### config.mk
export PLATFORM = sky130hd
export DESIGN_NAME = dram_strobe_ctrl
export DESIGN_NICKNAME = d
export VERILOG_FILES = /design/src/rtl/dram_seq_pkg.sv /design/src/rtl/seq_phase_timer.sv /design/src/rtl/seq_refresh_sched.sv /design/src/rtl/seq_row_merge.sv /design/src/rtl/dram_strobe_ctrl.sv
export SDC_FILE = /design/constraint.sdc
export NUM_CORES = 1
export LEC_CHECK = 0
export ABC_AREA = 1
export BUFFER_PORTS_ARGS = -buffer_cell sky130_fd_sc_hd__buf_4
export CELL_PAD_IN_SITES_DETAIL_PLACEMENT = 0
export CELL_PAD_IN_SITES_GLOBAL_PLACEMENT = 1
export CORE_UTILIZATION = 39
export CTS_CLUSTER_DIAMETER = 120
export DETAILED_ROUTE_END_ITERATION = 16
export GPL_TIMING_DRIVEN = 1
export PLACE_DENSITY = 0.95
export SLEW_MARGIN = 10
export SYNTH_ARGS = -nofsm -noshare
export SYNTH_HDL_FRONTEND = slang
export SYNTH_HIERARCHICAL = 1
export SYNTH_SLANG_ARGS = --single-unit
### constraint.sdc
create_clock -name clk -period 5 [get_ports clk]
set_input_delay 1 -clock clk [delete_from_list [all_inputs] [get_ports clk]]
set_output_delay 1 -clock clk [all_outputs]
set_load 0.05 [all_outputs]
### src/rtl/dram_seq_pkg.sv
package dram_seq_pkg;
    typedef enum logic [2:0] {
        ST_IDLE,
        ST_PRECH,
        ST_SETTLE,
        ST_SENSE,
        ST_RESTORE,
        ST_CLOSE
    } seq_state_t;
endpackage

### src/rtl/seq_phase_timer.sv
module seq_phase_timer #(
    parameter int LEN_W = 4
) (
    input  logic             clk,
    input  logic             rst_n,
    input  logic             load,
    input  logic [LEN_W-1:0] len,
    output logic             last
);
    logic [LEN_W-1:0] cnt_q;

    always_ff @(posedge clk) begin
        if (!rst_n)              cnt_q <= '0;
        else if (load)           cnt_q <= len - LEN_W'(1);
        else if (cnt_q != '0)    cnt_q <= cnt_q - LEN_W'(1);
    end

    assign last = (cnt_q == '0);
endmodule

### src/rtl/seq_refresh_sched.sv
module seq_refresh_sched #(
    parameter int ROWS       = 8,
    parameter int REF_PERIOD = 40
) (
    input  logic                    clk,
    input  logic                    rst_n,
    input  logic                    take,
    output logic                    pend,
    output logic [$clog2(ROWS)-1:0] row
);
    localparam int RAW = $clog2(ROWS);
    localparam int TW  = $clog2(REF_PERIOD + 1);

    logic [TW-1:0]  tmr_q;
    logic           tick;
    logic           pend_q;
    logic [RAW-1:0] row_q;

    assign tick = (tmr_q == TW'(REF_PERIOD - 1));

    always_ff @(posedge clk) begin
        if (!rst_n) begin
            tmr_q  <= '0;
            pend_q <= 1'b0;
            row_q  <= '0;
        end else begin
            tmr_q  <= tick ? '0 : tmr_q + TW'(1);
            pend_q <= tick | (pend_q & ~take);
            if (take)
                row_q <= (row_q == RAW'(ROWS - 1)) ? '0 : row_q + RAW'(1);
        end
    end

    assign pend = pend_q;
    assign row  = row_q;

    // a new tick never lands on a refresh still waiting
    p_tick_not_lost_r8: assert property (@(posedge clk) disable iff (!rst_n)
        tick |-> (!pend_q || take));
endmodule

### src/rtl/seq_row_merge.sv
module seq_row_merge #(
    parameter int COLS = 4,
    parameter int DW   = 8
) (
    input  logic [COLS*DW-1:0]       sensed,
    input  logic [DW-1:0]            wdata,
    input  logic [$clog2(COLS)-1:0]  col,
    input  logic                     wr_en,
    output logic [COLS*DW-1:0]       merged
);
    for (genvar c = 0; c < COLS; c++) begin : g_col
        assign merged[c*DW +: DW] = (wr_en && col == c) ? wdata : sensed[c*DW +: DW];
    end
endmodule

### src/rtl/dram_strobe_ctrl.sv
module dram_strobe_ctrl
    import dram_seq_pkg::*;
#(
    parameter int ROWS       = 8,
    parameter int COLS       = 4,
    parameter int DW         = 8,
    parameter int PHASE_W    = 4,
    parameter int T_PRE      = 2,
    parameter int T_WL       = 2,
    parameter int T_SENSE    = 2,
    parameter int T_RST      = 2,
    parameter int T_CLOSE    = 1,
    parameter int REF_PERIOD = 40
) (
    input  logic                    clk,
    input  logic                    rst_n,
    input  logic                    req_valid,
    output logic                    req_ready,
    input  logic                    req_write,
    input  logic [$clog2(ROWS)-1:0] req_row,
    input  logic [$clog2(COLS)-1:0] req_col,
    input  logic [DW-1:0]           req_wdata,
    output logic                    rd_valid,
    output logic [DW-1:0]           rd_data,
    output logic                    pre_en,
    output logic                    eq_en,
    output logic                    wl_en,
    output logic [ROWS-1:0]         row_sel,
    output logic [COLS-1:0]         col_sel,
    output logic                    sense_en,
    output logic                    wr_drv,
    output logic [COLS*DW-1:0]      wr_data,
    input  logic [COLS*DW-1:0]      arr_rdata
);
    localparam int RAW = $clog2(ROWS);
    localparam int CAW = $clog2(COLS);
    localparam int RW  = COLS * DW;

    seq_state_t       state_q, state_d;
    logic             adv, last, ref_take, ref_pend;
    logic [PHASE_W-1:0] len_d;
    logic [RAW-1:0]   ref_row, row_q;
    logic [CAW-1:0]   col_q;
    logic [DW-1:0]    wdata_q;
    logic             is_wr_q, is_ref_q, rd_valid_q;
    logic [RW-1:0]    row_buf_q, merged;

    seq_phase_timer #(.LEN_W(PHASE_W)) u_timer (
        .clk(clk), .rst_n(rst_n), .load(adv), .len(len_d), .last(last)
    );

    seq_refresh_sched #(.ROWS(ROWS), .REF_PERIOD(REF_PERIOD)) u_refresh (
        .clk(clk), .rst_n(rst_n), .take(ref_take), .pend(ref_pend), .row(ref_row)
    );

    seq_row_merge #(.COLS(COLS), .DW(DW)) u_merge (
        .sensed(arr_rdata), .wdata(wdata_q), .col(col_q),
        .wr_en(is_wr_q & ~is_ref_q), .merged(merged)
    );

    assign req_ready = (state_q == ST_IDLE) && !ref_pend;
    assign ref_take  = (state_q == ST_IDLE) && ref_pend;

    // next state and length of the phase being entered
    always_comb begin
        state_d = state_q;
        len_d   = PHASE_W'(1);
        adv     = 1'b0;
        unique case (state_q)
            ST_IDLE: if (ref_pend || req_valid) begin
                state_d = ST_PRECH;   len_d = PHASE_W'(T_PRE);   adv = 1'b1;
            end
            ST_PRECH: if (last) begin
                state_d = ST_SETTLE;  len_d = PHASE_W'(T_WL);    adv = 1'b1;
            end
            ST_SETTLE: if (last) begin
                state_d = ST_SENSE;   len_d = PHASE_W'(T_SENSE); adv = 1'b1;
            end
            ST_SENSE: if (last) begin
                state_d = ST_RESTORE; len_d = PHASE_W'(T_RST);   adv = 1'b1;
            end
            ST_RESTORE: if (last) begin
                state_d = ST_CLOSE;   len_d = PHASE_W'(T_CLOSE); adv = 1'b1;
            end
            ST_CLOSE: if (last) begin
                state_d = ST_IDLE;
            end
            default: state_d = ST_IDLE;
        endcase
    end

    // state register and access context
    always_ff @(posedge clk) begin
        if (!rst_n) begin
            state_q    <= ST_IDLE;
            row_q      <= '0;
            col_q      <= '0;
            wdata_q    <= '0;
            is_wr_q    <= 1'b0;
            is_ref_q   <= 1'b0;
            rd_valid_q <= 1'b0;
            row_buf_q  <= '0;
        end else begin
            state_q    <= state_d;
            rd_valid_q <= 1'b0;
            if (ref_take) begin
                is_ref_q <= 1'b1;
                is_wr_q  <= 1'b0;
                row_q    <= ref_row;
            end else if (req_ready && req_valid) begin
                is_ref_q <= 1'b0;
                is_wr_q  <= req_write;
                row_q    <= req_row;
                col_q    <= req_col;
                wdata_q  <= req_wdata;
            end
            if (state_q == ST_SENSE && last) begin
                row_buf_q  <= merged;
                rd_valid_q <= !is_ref_q && !is_wr_q;
            end
        end
    end

    // strobe outputs
    always_comb begin
        pre_en   = 1'b0;
        eq_en    = 1'b0;
        wl_en    = 1'b0;
        sense_en = 1'b0;
        wr_drv   = 1'b0;
        unique case (state_q)
            ST_PRECH:   begin pre_en = 1'b1; eq_en = 1'b1; end
            ST_SETTLE:  wl_en = 1'b1;
            ST_SENSE:   begin wl_en = 1'b1; sense_en = 1'b1; end
            ST_RESTORE: begin wl_en = 1'b1; sense_en = 1'b1; wr_drv = 1'b1; end
            default:    ;
        endcase
        row_sel = wl_en ? (ROWS'(1) << row_q) : '0;
        col_sel = ((state_q == ST_SENSE || state_q == ST_RESTORE) && !is_ref_q)
                  ? (COLS'(1) << col_q) : '0;
    end

    assign wr_data  = row_buf_q;
    assign rd_valid = rd_valid_q;
    assign rd_data  = row_buf_q[col_q*DW +: DW];

    p_pre_wl_excl_r3: assert property (@(posedge clk) disable iff (!rst_n)
        !(pre_en && wl_en));
    p_wl_after_pre_r2: assert property (@(posedge clk) disable iff (!rst_n)
        $rose(wl_en) |-> $past(pre_en));
    p_sense_inside_wl_r4: assert property (@(posedge clk) disable iff (!rst_n)
        sense_en |-> wl_en);
    p_sense_not_early_r4: assert property (@(posedge clk) disable iff (!rst_n)
        $rose(sense_en) |-> $past(wl_en));
    p_restore_before_close_r5: assert property (@(posedge clk) disable iff (!rst_n)
        $fell(wl_en) |-> $past(wr_drv));
    p_rdvalid_pulse_r6: assert property (@(posedge clk) disable iff (!rst_n)
        rd_valid |=> !rd_valid);
    p_busy_not_ready_r9: assert property (@(posedge clk) disable iff (!rst_n)
        (pre_en || wl_en) |-> !req_ready);
    p_row_onehot_r11: assert property (@(posedge clk) disable iff (!rst_n)
        wl_en |-> ($countones(row_sel) == 1));
    p_row_held_r11: assert property (@(posedge clk) disable iff (!rst_n)
        (wl_en && $past(wl_en)) |-> $stable(row_sel));
endmodule

Word-level counts from Yosys, hierarchy flattened
Cells that the tools add are included.

Output and inout port bits: 59. Register bits: 65. Word-level logic and storage cells: 101. Input port bits: 49.

Muxes and demuxes: 30. Shift-type cells: 3. Equal/unequal tests: 16. Bitwise operators: 6. $add $sub $neg: 4. Reduce and logical (&&, ||, !) cells: 30.

Operator list (number): 8-bit two-way mux (5); 32-bit by 6-bit variable part select with 8-bit output (1); 3-bit two-way mux (9); 3-bit case mux with 6 select lines (1); 4-bit two-way mux (3); 1-bit logical AND (10); 2-bit != test, second input constant (5); 3-bit == test, second input constant (3); 1-bit two-way mux (8); 1-bit by 3-bit left shift with 8-bit output, first input constant (1); 6-bit by 1-bit adder with 6-bit output, second input constant (1); 3-bit by 2-bit == test with 1-bit output, second input constant (2); 6-bit == test, second input constant (1); 6-bit AND reduction (1); 2-bit OR reduction (3); 3-bit OR reduction (2); 2-bit == test, second input constant (2); 4-bit logical NOT (1); 2-bit two-way mux (2); 2-bit case mux with 2 select lines (1); 2-bit AND reduction (2); 2-bit nonzero test (2); 4-bit nonzero test (1); 4-bit OR reduction (1); other kinds (15) (21).

Depth between registers and ports, before layout
Depth after elaboration: 5. Gate-level depth with buffers: 15. Depth with buffers taken out: 14.

Modules after synthesis
Netlist, hierarchy kept.

By module, submodules not included: dram_strobe_ctrl (seq. area each 1021.0 um2, cells each 336, times used 1, area an instance 2346.0 um2); seq_row_merge (seq. area each 0.0 um2, cells each 111, times used 1, area an instance 610.6 um2); seq_refresh_sched (seq. area each 200.2 um2, cells each 53, times used 1, area an instance 466.7 um2); seq_phase_timer (seq. area each 80.1 um2, cells each 44, times used 1, area an instance 256.5 um2).

Worst setup path after synthesis
Ideal clock, no wire load.

Kind: register to output. From: register state_q[1]. To: output col_sel[0]. Required time: 4.000 ns. Setup slack: 1.700 ns. Buffers on the path: 1. Arrival: 2.300 ns. Cell stages (with the launch flop): 7. Path through: dfxtp_1 -> buf_6 -> nor2_4 -> nand2_1 -> nand2_1 -> nand2_1 -> nor3_1.

Longest elaborated chain between the ends: 4. Elaborated cells on any way between the ends: 5. Classes of those cells: eq/ne (2); mux (1); reduce/logical (2).

RTL lines: start: declaration (line dram_strobe_ctrl.sv:39) `seq_state_t state_q, state_d;`; start signal: assignment (line dram_strobe_ctrl.sv:104) `state_q <= state_d;`; 3-bit by 2-bit == test with 1-bit output or 3-bit == test (tied branches) (line dram_strobe_ctrl.sv:139) `col_sel = ((state_q == ST_SENSE || state_q == ST_RESTORE) && !is_ref_q)`; 1-bit logical OR (*) (line dram_strobe_ctrl.sv:139); 1-bit logical AND (*) (line dram_strobe_ctrl.sv:139); 4-bit two-way mux (*) (line dram_strobe_ctrl.sv:140) `? (COLS'(1) << col_q) : '0;`; end: declaration (line dram_strobe_ctrl.sv:29) `output logic [COLS-1:0] col_sel,`.

Mark *: on every way between the ends. The rest lies on a longest branch, timed or not.

Worst setup path in the final report
Same ends and word-level chain as after synthesis.

==> results.yml <==
outcome:
  status: "complete, no violations"
global_routing:
  gr-total-overflow: 0
  antenna_found_initial: 0
  grt_pass1_wl_um: 16500
  grt_pass1_vias: 3493
  grt_max_degree: 44
  grt_util_all_layers: 0.213
yosys:
  syn-instance-count: 544
  synthAdderAreaFrac: 0.0136
  avgSynthCellArea_um2: 6.76
  synth_xor_area_frac: 0
  ys_warn_count: 6
  synthMuxAreaShare: 0
  yosys.area.top_type: "dfxtp_1"
  yosys.area_share.simple: 0.427
  synth_top_family_by_area: "simple AND/OR/NAND/NOR gates"
  synth_area_um2: 3680
  ys_seq_area_frac: 0.354
  synth.area.top_cells: "dfxtp_1, nand2_1, nor2_1, nand4_1, o21ai_0"
  synth_cell_type_count: 37
  synth_compound_area_frac: 0.102
  synth_top_area_frac: 0.354
  ys_ff_latch: 65
cts:
  clock_latency_ps: 350
  cts_sinks: 65
  cts-buffers-inserted: 9
  post_cts_buffers: 0
  postCtsResizedCells: 0
  postCtsHoldBufs: 0
  cts_tree: "yes"
  h-tree-depth: 3
  clkSlewWorstSetupHoldPaths_ps: 80
  root_buffer: "clkbuf_8"
  clockBufferDepth: 2
final_layout:
  n_antenna_cell: 0
  drive_gt1_frac: 0.244
  fill_cells: 937
  syn_to_final_growth_pct: 26.7
  nets: 696
placed_design:
  dp_hpwl_um: 7900
  place_congestion: 0.928
  port-buffer-count: 107
timing:
  worst_pin_slew_ps: 1090
  final_max_slew_viol_count: 0
  finalSetupViolations: 0
  finalCritPeriodShare: 0.599
  final.setup.tns_ps: 0
  rsz0062_at_grt: "false"
  slew_headroom: 0.265
  period_needed_ps: 2990
  report.final.hold_viol_count: 0
  clock-skew-final_ps: 11.8
  fmax_mhz: 334
floorplan:
  num_io_pins: 108
  fp-row-count: 35
  die_x_um: 99.1
  fp.dieH_um: 99.1
  core_area_um2: 9200
  dieArea_um2: 9830
  floorplan.initialDensity: 0.400
critical_path:
  cp_common_cell: "nand2_1"
  worst_ep_arrival_time_ps: 1990
  critPathKind: "reg2out"
  crit_required_ps: 4000
  start_kind: "flop"
  critPathTopFamily: "simple AND/OR/NAND/NOR gates"
  rr_startpoint: "u_timer/cnt_q[1]"
  cp_slowest_cell: "dfxtp_1"
  slowest_delay_ps: 500
  crit_buf_inv: 2
  path_cells: "nand2_1 > clkinv_1 > nand2_1 > nand2_1 > nand2_1 > nor3_1 > buf_4"
  critPathLaunch: "state_q[1]"
  endpoint_kind: "primary output"
  cp_max_fo: 8
drt:
  via_per_inst: 5.04
  met1_length_um: 4780
  wl_met3_um: 629
  dr_total_vias: 3824
  wl_per_cell_um: 13.6
  ant_nets: 0
  highest_layer: "met4"
  met2WireLength_um: 4740
  drtIter0Drc: 209
  drtPass1Iterations: 5
  wirelength_um: 10300
  drc: 0
min_path:
  hold_start: "u_refresh/tmr_q[0]"
  hold_class: "reg2reg"
pwr:
  leakagePower_nw: 2.17
  p_per_area_nw_per_um2: 491
  ir_drop_mv: 0.361
  power_mw: 2.29
job:
  cap_violations: 0
state kept, by name, summed over array words and instances, names as in the netlist, 2 cells and up:
signal	flops
wdata_q	8
u_timer/cnt_q	4
u_refresh/row	3
col_q	2
state_q	3
wr_data	32
row_q	3
u_refresh/tmr_q	6
stage by stage:
| step | hold WS, ps | worst slack [ps] | instance area [um^2] | std cells | util |
|---|---|---|---|---|---|
| 6_report | 475 | 2010 | 4660 | 759 | 0.507 |
| 5_1_grt | 498 | 1890 | 4660 | 759 | 0.507 |
| 4_1_cts | 482 | 2050 | 4660 | 759 | 0.507 |
| 3_5_place_dp | 460 | 2410 | 4430 | 743 | 0.482 |
| 3_3_place_gp | 452 | 2460 | 4430 | 743 | 0.482 |
| 2_1_floorplan | 434 | 1700 | 3690 | 546 | - |
worst paths after layout:
check	end	slack, ps	cells after the start
max	col_sel[0]	2010	7
min	u_refresh/tmr_q[0]	470	1
min reg2reg	u_refresh/tmr_q[0]	470	1
max reg2reg	u_timer/cnt_q[2]	2410	9
cells by family (layout without fill, tap and decap cells):
| family | after synthesis | after routing |
|---|---|---|
| fa+ha+maj | 4 | 4 |
| compound gates | 69 | 69 |
| other cells | 1 | 3 |
| buf+inv | 66 | 168 |
| simple gates | 339 | 339 |
| flops | 65 | 65 |
final cells by class:
class,instances,area (um^2),share of cell area
clock buffer,9,124,0.0266
sequential,65,1300,0.279
clock inverter,7,103,0.0220
timing repair buffer,110,826,0.177
multi-input combinational,415,2010,0.431
tap,111,139,0.0298
inverter,42,160,0.0344
synthesized netlist by cell type, drive strengths merged:
library cell / count
nand2: 161
nor2: 101
dfxtp: 65
o21ai: 41
inv: 38
nand3: 37
nand4: 32
a21oi: 24
buf: 17
clkbuf: 7
clkinv: 4
ha: 4
nor3: 4
a22oi: 2
nor4: 2
conb: 1
nand3b: 1
o211ai: 1
o21bai: 1
or2: 1
cells in the final DEF (no fill, tap or decap), types with 4 or more instances in the layout:
cell / instances
a21oi_1: 19
ha_1: 4
dfxtp_1: 65
nand4_1: 32
nand3_4: 5
inv_2: 4
clkbuf_8: 9
nor2_2: 4
nand3_1: 30
clkinv_1: 4
nor3_1: 4
nor2_1: 93
inv_1: 33
nand2_1: 155
a21oi_2: 5
o21ai_0: 40
buf_4: 110
power by group:
group	switching [mW]	internal (mW)	leakage, nW
clock network	0.227	0.286	0.110
logic	0.767	0.323	1.53
registers	0.0927	0.594	0.528
metal layers:
metal | vias to the layer above | track usage
li1 | 1969 | -
met1 | 1705 | 0.277
met2 | 134 | 0.357
met3 | 16 | 0.0372
met4 | 0 | 0.0781
met5 | - | 0
Power figures use the tool's default switching activity.
